==> src/rtl/mac_pkg.sv <==
package mac_pkg;

    localparam int OP_W = 3;

    typedef enum logic [OP_W-1:0] {
        OP_NOP = 3'd0,
        OP_MAC = 3'd1,
        OP_CLR = 3'd2,
        OP_SHL = 3'd3,
        OP_ASR = 3'd4,
        OP_WRW = 3'd5
    } mac_op_e;

endpackage

==> src/rtl/mac_byte_mult.sv <==
module mac_byte_mult #(
    parameter int OPW = 16
) (
    input  logic                  clk,
    input  logic                  rst_n,
    input  logic                  start,
    input  logic [OPW-1:0]        a_in,
    input  logic [OPW-1:0]        b_in,
    output logic signed [2*OPW-1:0] prod,
    output logic                  done
);

    localparam int NB    = OPW / 8;
    localparam int NSTEP = NB * NB;
    localparam int SW    = (NSTEP > 1) ? $clog2(NSTEP) : 1;
    localparam int PW    = 2 * OPW;

    typedef struct packed {
        logic                 run;
        logic                 done;
        logic [SW-1:0]        step;
        logic [OPW-1:0]       a;
        logic [OPW-1:0]       b;
        logic signed [PW-1:0] sum;
    } mul_st_t;

    mul_st_t st_d, st_q;

    logic [7:0]           byte_a, byte_b;
    logic signed [8:0]    ext_a, ext_b;
    logic signed [17:0]   pp;
    logic signed [PW-1:0] pp_ext;
    logic signed [PW-1:0] pp_sh;

    always_comb begin
        int ia;
        int ib;
        ia     = int'(st_q.step) / NB;
        ib     = int'(st_q.step) % NB;
        byte_a = st_q.a[8*ia +: 8];
        byte_b = st_q.b[8*ib +: 8];
        // top byte carries the sign, lower bytes are magnitudes
        ext_a  = {(ia == NB-1) ? byte_a[7] : 1'b0, byte_a};
        ext_b  = {(ib == NB-1) ? byte_b[7] : 1'b0, byte_b};
        pp     = ext_a * ext_b;
        pp_ext = {{(PW-18){pp[17]}}, pp};
        pp_sh  = pp_ext <<< (8 * (ia + ib));

        st_d = st_q;
        if (start) begin
            st_d.a    = a_in;
            st_d.b    = b_in;
            st_d.sum  = '0;
            st_d.step = '0;
            st_d.run  = 1'b1;
            st_d.done = 1'b0;
        end else if (st_q.run) begin
            st_d.sum = st_q.sum + pp_sh;
            if (st_q.step == SW'(NSTEP-1)) begin
                st_d.run  = 1'b0;
                st_d.done = 1'b1;
            end else begin
                st_d.step = st_q.step + SW'(1);
            end
        end
    end

    always_ff @(posedge clk or negedge rst_n) begin
        if (!rst_n) st_q <= '0;
        else        st_q <= st_d;
    end

    assign prod = st_q.sum;
    assign done = st_q.done;

    AST_MUL_START: assert property (@(posedge clk) disable iff (!rst_n)
        start |=> (st_q.run && !st_q.done));
    AST_MUL_DONE_SRC: assert property (@(posedge clk) disable iff (!rst_n)
        $rose(st_q.done) |-> $past(st_q.run));

endmodule

==> src/rtl/mac_window.sv <==
module mac_window #(
    parameter int ACCW = 40,
    parameter int WINW = 16,
    parameter int SELW = 2
) (
    input  logic [ACCW-1:0] acc,
    input  logic [SELW-1:0] sel,
    input  logic [WINW-1:0] wdata,
    output logic [WINW-1:0] rdata,
    output logic [ACCW-1:0] merged
);

    localparam int NPOS = 1 << SELW;
    localparam int STEP = (ACCW - WINW) / (NPOS - 1);

    logic [WINW-1:0] taps [NPOS];

    for (genvar p = 0; p < NPOS; p++) begin : g_tap
        assign taps[p] = acc[p*STEP +: WINW];
    end

    always_comb begin
        int lsb;
        lsb    = int'(sel) * STEP;
        rdata  = taps[sel];
        merged = acc;
        merged[lsb +: WINW] = wdata;
    end

endmodule

==> src/rtl/mac_window_unit.sv <==
module mac_window_unit
    import mac_pkg::*;
#(
    parameter int OPW     = 16,
    parameter int ACCW    = 40,
    parameter int WINW    = 16,
    parameter int SELW    = 2,
    parameter int MAC_CYC = 9,
    parameter int CLR_CYC = 2
) (
    input  logic            clk,
    input  logic            rst_n,
    input  logic            cmd_valid,
    input  logic [2:0]      cmd_op,
    input  logic [OPW-1:0]  opa,
    input  logic [OPW-1:0]  opb,
    input  logic [SELW-1:0] win_sel,
    input  logic [WINW-1:0] win_wdata,
    output logic            busy,
    output logic [WINW-1:0] win_rdata,
    output logic            carry,
    output logic            ovf
);

    localparam int PW       = 2 * OPW;
    localparam int CNTW     = $clog2(MAC_CYC + 1);
    localparam int MAC_LAST = MAC_CYC - 1;
    localparam int CLR_LAST = CLR_CYC - 1;

    typedef struct packed {
        logic [ACCW-1:0] acc;
        logic            carry;
        logic            ovf;
        logic            busy;
        mac_op_e         op;
        logic [CNTW-1:0] cnt;
    } unit_st_t;

    unit_st_t st_d, st_q;

    logic                 accept;
    logic                 mul_start;
    logic                 mul_done;
    logic signed [PW-1:0] prod;
    logic [ACCW-1:0]      prod_ext;
    logic [ACCW-1:0]      sum_full;
    logic                 sum_ovf;
    logic [ACCW-1:0]      merged;
    logic                 fin;

    assign accept    = cmd_valid && !st_q.busy;
    assign mul_start = accept && (cmd_op == OP_MAC);

    mac_byte_mult #(.OPW(OPW)) i_mult (
        .clk   (clk),
        .rst_n (rst_n),
        .start (mul_start),
        .a_in  (opa),
        .b_in  (opb),
        .prod  (prod),
        .done  (mul_done)
    );

    mac_window #(.ACCW(ACCW), .WINW(WINW), .SELW(SELW)) i_win (
        .acc    (st_q.acc),
        .sel    (win_sel),
        .wdata  (win_wdata),
        .rdata  (win_rdata),
        .merged (merged)
    );

    always_comb begin
        prod_ext = {{(ACCW-PW){prod[PW-1]}}, prod};
        sum_full = st_q.acc + prod_ext;
        sum_ovf  = (st_q.acc[ACCW-1] == prod_ext[ACCW-1]) &&
                   (sum_full[ACCW-1] != st_q.acc[ACCW-1]);
        fin      = 1'b0;

        st_d = st_q;
        if (st_q.busy) begin
            st_d.cnt = st_q.cnt + CNTW'(1);
            if (st_q.op == OP_MAC && st_q.cnt == CNTW'(MAC_LAST)) begin
                fin         = 1'b1;
                st_d.acc    = sum_full;
                st_d.carry  = sum_full[ACCW-1];
                st_d.ovf    = st_q.ovf | sum_ovf;
                st_d.busy   = 1'b0;
                st_d.cnt    = '0;
            end else if (st_q.op == OP_CLR && st_q.cnt == CNTW'(CLR_LAST)) begin
                fin         = 1'b1;
                st_d.acc    = '0;
                st_d.carry  = 1'b0;
                st_d.ovf    = 1'b0;
                st_d.busy   = 1'b0;
                st_d.cnt    = '0;
            end
        end else if (cmd_valid) begin
            case (cmd_op)
                OP_MAC: begin
                    st_d.busy = 1'b1;
                    st_d.op   = OP_MAC;
                    st_d.cnt  = CNTW'(1);
                end
                OP_CLR: begin
                    st_d.busy = 1'b1;
                    st_d.op   = OP_CLR;
                    st_d.cnt  = CNTW'(1);
                end
                OP_SHL:  st_d.acc = {st_q.acc[ACCW-2:0], 1'b0};
                OP_ASR:  st_d.acc = {st_q.acc[ACCW-1], st_q.acc[ACCW-1:1]};
                OP_WRW:  st_d.acc = merged;
                default: st_d.acc = st_q.acc;
            endcase
        end
    end

    always_ff @(posedge clk or negedge rst_n) begin
        if (!rst_n) begin
            st_q     <= '0;
            st_q.op  <= OP_NOP;
        end else begin
            st_q <= st_d;
        end
    end

    assign busy  = st_q.busy;
    assign carry = st_q.carry;
    assign ovf   = st_q.ovf;

    AST_PROD_READY: assert property (@(posedge clk) disable iff (!rst_n)
        (st_q.busy && st_q.op == OP_MAC && st_q.cnt == CNTW'(MAC_LAST)) |-> mul_done);
    AST_BUSY_HOLD: assert property (@(posedge clk) disable iff (!rst_n)
        (st_q.busy && !fin) |=> ($stable(st_q.acc) && st_q.busy));
    AST_OVF_STICKY: assert property (@(posedge clk) disable iff (!rst_n)
        $fell(st_q.ovf) |-> ($past(st_q.op) == OP_CLR && $past(st_q.busy)));
    AST_CARRY_SIGN: assert property (@(posedge clk) disable iff (!rst_n)
        ($fell(st_q.busy) && $past(st_q.op) == OP_MAC) |-> (st_q.carry == st_q.acc[ACCW-1]));
    AST_CLR_ZERO: assert property (@(posedge clk) disable iff (!rst_n)
        ($fell(st_q.busy) && $past(st_q.op) == OP_CLR) |-> (st_q.acc == '0 && !st_q.ovf));

endmodule

==> config.mk <==
export PLATFORM = sky130hd
export DESIGN_NAME = mac_window_unit
export DESIGN_NICKNAME = d
export VERILOG_FILES = /design/src/rtl/mac_pkg.sv /design/src/rtl/mac_byte_mult.sv /design/src/rtl/mac_window.sv /design/src/rtl/mac_window_unit.sv
export SDC_FILE = /design/constraint.sdc
export NUM_CORES = 1
export LEC_CHECK = 0
export CELL_PAD_IN_SITES_DETAIL_PLACEMENT = 1
export CELL_PAD_IN_SITES_GLOBAL_PLACEMENT = 2
export CORE_UTILIZATION = 41
export CTS_CLUSTER_SIZE = 24
export DETAILED_ROUTE_END_ITERATION = 8
export PLACE_DENSITY_LB_ADDON = 0.1
export SYNTH_ARGS = -nofsm -noshare
export SYNTH_HDL_FRONTEND = slang
export SYNTH_SLANG_ARGS = --single-unit
==> constraint.sdc <==
create_clock -name clk -period 20.7 [get_ports clk]
set_input_delay 4.14 -clock clk [delete_from_list [all_inputs] [get_ports clk]]
set_output_delay 4.14 -clock clk [all_outputs]
set_load 0.005 [all_outputs]
* Word level (Yosys, flattened, before mapping)
Index checks and enable logic that the tools add are counted.
Cells by class: add/sub/neg operators 6, multiply operators 1, magnitude comparators 1, equal/unequal tests 15, shift-type cells 5, multiplexer cells 23, bitwise gates (word level) 3, reduce and logical (&&, ||, !) cells 19
Operators by type and width (count):
- $pmux 40 s3 | 1
- $mux 43 | 2
- $mux 40 | 2
- $mux 32 | 2
- $add 40x40->40 | 1
- $bwmux 40 | 1
- $shift 16x33->40 const A | 1
- $shiftx 16x33->40 | 1
- $neg 5->33 | 1
- $add 32x32->32 | 1
- $bmux 16 s2 | 1
- $mux 16 | 2
- $shiftx 16x5->8 | 2
- $sshl 18x5->32 | 1
- $mux 4 | 5
- $mul 9x9->18 | 1
- $pmux 8 s2 | 1
- $eq 3x2->1 const B | 3
- $mux 8 | 1
- $reduce_bool 2->1 | 4
- $eq 3x1->1 const B | 2
- $eq 3x3->1 const B | 2
- $reduce_and 2->1 | 3
- $reduce_and 3->1 | 2
- 22 further kinds | 30
Word-level totals: register bits after elaboration 117, output and inout bits 19, word-level logic and storage cells 85

* Logic depth before layout (Yosys ltp)
depth in word-level cells 7, mapped depth 36, gate-level depth less buffers 34

* By module
Synthesis repeated with hierarchy kept, for this count alone.
Second synthesis, totals: cell total of the unflattened synthesis 1700, area, all modules 14610.3 µm²
By module, submodules not included:
- mac_byte_mult | times used 1, cells an instance 861, area each 7951.4 µm², seq. area each 1701.6 µm²
- mac_window_unit | times used 1, cells an instance 678, area each 5337.6 µm², seq. area each 1226.2 µm²
- mac_window | times used 1, cells an instance 161, area each 1321.3 µm², seq. area each 0.0 µm²

* Worst setup path after synthesis
OpenSTA, ideal clock, no wires.
path type input port to output port, start point input port win_sel[0], end point output port win_rdata[0], arrival 5882 ps, data required time 16560 ps, slack 10678 ps, stages on the path 4, path buffers 3, cell sequence clkbuf_1 buf_1 clkbuf_1 mux4_2
On the way: word-level cells in the longest chain between the ends 4
Ends and longest elaborated chain:
- from (decl) | line mac_window_unit.sv:17 | input logic [SELW-1:0] win_sel,
- $not 2->3 (not written as such) | line mac_window.sv:25 | rdata = taps[sel];
- $bmux 16 s2 | line mac_window.sv:25
- $mux 16 (not written as such) (2 in a row) | line mac_window.sv:25
- to (decl) | line mac_window_unit.sv:20 | output logic [WINW-1:0] win_rdata,
No other way between the ends. The select of a mux whose other input is x is not followed.

* Final worst setup path
start point input port win_sel[1], end point output port win_rdata[15]
The elaborated chain is that of the path after synthesis.

==> impl_metrics.py <==
metrics = {
    "status": {
        "status": "completed",
    },
    "sta": {
        "grt_setup_unrepaired": "no",
        "timing.final.crit_share_pct": 51.0,
        "max_freq_mhz": 94.6,
        "setup_viol": 0,
        "slew_headroom_pct": 27.7,
        "whs_ps": 484,
        "fin_skew_ps": 7.40,
        "hold_viol": 0,
        "worst_pin_slew_ps": 1080,
        "period_needed_ps": 10570,
        "fin_tns_setup_ps": 0,
        "drv_slew": 0,
    },
    "route": {
        "via_count": 12411,
        "drt_iter0_markers": 623,
        "dr_wl_met2_mm": 20.8,
        "detail_route.wl_per_cell_um": 20.6,
        "wl_met3_mm": 1.56,
        "drc_errors": 0,
        "routed.top_layer": "met4",
        "routedLengthMet1_mm": 21.3,
        "via_per_inst": 5.75,
        "drtAntennaViolNets": 0,
        "drt-pass1-iter-count": 4,
        "routed_wl_mm": 44.4,
    },
    "clock_tree": {
        "clk_pin_slew_ps": 60,
        "cts_tree": "built",
        "clk_latency_ps": 450,
        "htree_levels": 4,
        "root_buffer": "clkbuf_16",
        "cts_inserted_buffers": 17,
        "cts_buffer_depth": 2,
        "clock_sinks": 116,
        "cts_setup_buffers": 0,
        "ctsHoldBuffers": 0,
        "cts_resized": 0,
    },
    "placement": {
        "io_buffers": 74,
        "dp_hpwl_mm": 34.7,
        "dp.cells": 2125,
        "place.gp.congestion": 0.895,
    },
    "logic_synthesis": {
        "ys_seq_elements": 116,
        "yosysUniqueCellTypes": 77,
        "syn_area_um2": 13800,
        "yosysTopAreaCellShare_pct": 21.0,
        "synth-async-reset-ratio_pct": 100,
        "synth_cells": 1677,
        "syn_nets": 1923,
        "synth-main-ff-cell": "dfrtp_1",
        "yosysTopAreaCell": "dfrtp_1",
        "ys_seq_area_share_pct": 21.0,
        "yosys-top-cells-area": "dfrtp_1, ha_1, fa_1, a21oi_1, nand2_1",
        "ys_warn_count": 0,
        "avgSynthCellArea_um2": 8.24,
        "synth_edf_count": 0,
    },
    "worst_setup_path": {
        "path_depth": 3,
        "cpPeakStageDelay_ps": 1190,
        "cp.arrival_ps": 6430,
        "critPathLaunchType": "input port",
        "cp_max_fo": 19,
        "reg2reg_depth": 29,
        "endpoint_kind": "primary output",
        "cpMostUsedCell": "clkdlybuf4s50_1",
        "crit_chain": "clkdlybuf4s50_1 > mux4_2 > clkdlybuf4s50_1",
        "crit_required_ps": 16560,
        "path_class": "in -> out",
        "critPathSlowestCell": "clkdlybuf4s50_1",
        "path_buf_inv": 2,
        "path_delay_family": "buffers and inverters",
    },
    "floorplanning": {
        "fp.dieH_um": 186,
        "start_util_pct": 42.0,
        "ios": 75,
        "core_um2": 32900,
        "rows": 66,
        "dieArea_um2": 34400,
        "die_x_um": 186,
    },
    "pwr": {
        "pwr_density_cell_nw_per_um2": 135,
        "netSwitchingPower_w": 0.000985,
        "leakage_nw": 7.06,
        "ir_drop_uv": 73.4,
        "intPower_w": 0.00112,
        "switching_share_pct": 46.8,
        "p_clk_share_pct": 18.0,
        "p_total_w": 0.00210,
        "power_frac_comb_pct": 61.7,
        "seqPwrFrac_pct": 20.3,
    },
    "layout": {
        "synthToLayoutAreaGrowth_pct": 13.0,
        "instances_no_fill": 2157,
        "n_antenna_cell": 0,
        "fin_nets": 1948,
        "layout-drive-gt1-share_pct": 6.41,
    },
    "hold_path": {
        "hold_depth": 2,
        "holdCritPathClass": "reg -> reg",
    },
    "global_routing": {
        "antenna_found_initial": 0,
        "grtUsageTotal_pct": 27.1,
        "grt_pass1_vias": 12723,
        "grt_max_degree": 77,
        "grt_pass1_wl_mm": 71.5,
        "globalRoute.totalOverflow": 0,
    },
    "job": {
        "max-cap-violations": 0,
    },
}
registers in the layout, indices dropped and copies added (netlist names):
signal	cells
st_q	46
i_mult.st_q	35
i_mult.prod	32
busy	1
ovf	1
carry	1
power by group through the flow:
stage	combinational (W)	sequential, W	clock, W
global placement	0.00125	0.000427	0
global route	0.00145	0.000437	0.000393
floorplan	0.00101	0.000354	0
CTS	0.00130	0.000425	0.000384
detailed placement	0.00129	0.000428	0
finish	0.00130	0.000428	0.000378
cells in the final DEF, fill, tap and decap left out, drive strengths merged, types with 28 or more instances in the layout:
cell type,instances
mux2i,58
a21o,30
xnor2,57
dfrtp,116
a211oi,39
inv,107
ha,117
o21ai,76
nand2,230
nor2,172
fa,73
clkdlybuf4s50,72
o211ai,28
a21oi,173
nor2b,47
xor2,30
final cells by class:
| cell class | count | area [um^2] |
|---|---|---|
| clock buffers | 23 | 478 |
| clock inverters | 9 | 245 |
| fillers | 3978 | 17300 |
| inverters | 107 | 402 |
| multi-input cells | 1375 | 10200 |
| flip-flops and latches | 116 | 2900 |
| well taps | 442 | 553 |
| repair buffers | 85 | 816 |
cell families (layout without fill, tap and decap cells):
kind of cell    count (synthesis)  count (layout)  synth area share (%)
compound gates                450             450                  20.9
mux                            93              93                  8.36
flops                         116             116                  21.0
fa+ha+maj                     190             190                  21.2
buf+inv                       186             224                  5.18
simple gates                  555             555                  17.8
xor+xnor                       87              87                  5.52
worst register-to-register path, delay by kind of cell (launching register included):
| family | cells | cell delay (ps) |
|---|---|---|
| DFF | 1 | 830 |
| buffers and inverters | 3 | 150 |
| and+or+nand+nor | 6 | 1540 |
| AOI/OAI and AO/OA | 11 | 2560 |
| muxes | 1 | 730 |
| adders and majority gates | 7 | 3300 |
| xor gates and xnor gates | 1 | 250 |
cells in the mapped netlist (30+ instances only):
library cell and instances:
mux2i_1 58, xnor2_1 57, nand2_1 230, nor2b_1 47, fa_1 73, a21oi_1 173, dfrtp_1 116, xor2_1 30
o21ai_0 72, inv_1 107, a211oi_1 38, nor2_1 172, clkbuf_1 64, ha_1 117
worst paths after layout:
path / startpoint / endpoint / slack (ps)
setup / recovery: win_sel[1] / win_rdata[15] / 10130
hold / removal: i_mult.st_q[33] / i_mult.st_q[33] / 480
setup reg to reg: i_mult.st_q[65] / i_mult.prod[30] / 11270
hold reg to reg: i_mult.st_q[33] / i_mult.st_q[33] / 480
max in group asynchronous: rst_n / st_q[45] / 15570
min in group asynchronous: rst_n / st_q[19] / 3770
per-stage QoR:
| stage | util (%) | area, um^2 | setup WS [ps] |
|---|---|---|---|
| final | 47.5 | 15600 | 10130 |
| after CTS | 47.5 | 15600 | 10110 |
| after global routing | 47.5 | 15600 | 10010 |
| after global placement | 45.3 | 14900 | 10190 |
| after detailed placement | 45.3 | 14900 | 10100 |
| after floorplan | - | 13800 | 10680 |
layer usage:
layer / vias up / global-route usage (%)
met2: 192 / 44.1
met1: 6265 / 37.7
li1: 5911 / -
met3: 43 / 3.35
met5: - / 0
met4: 0 / 7.41
(Power assumes the default switching activity.)
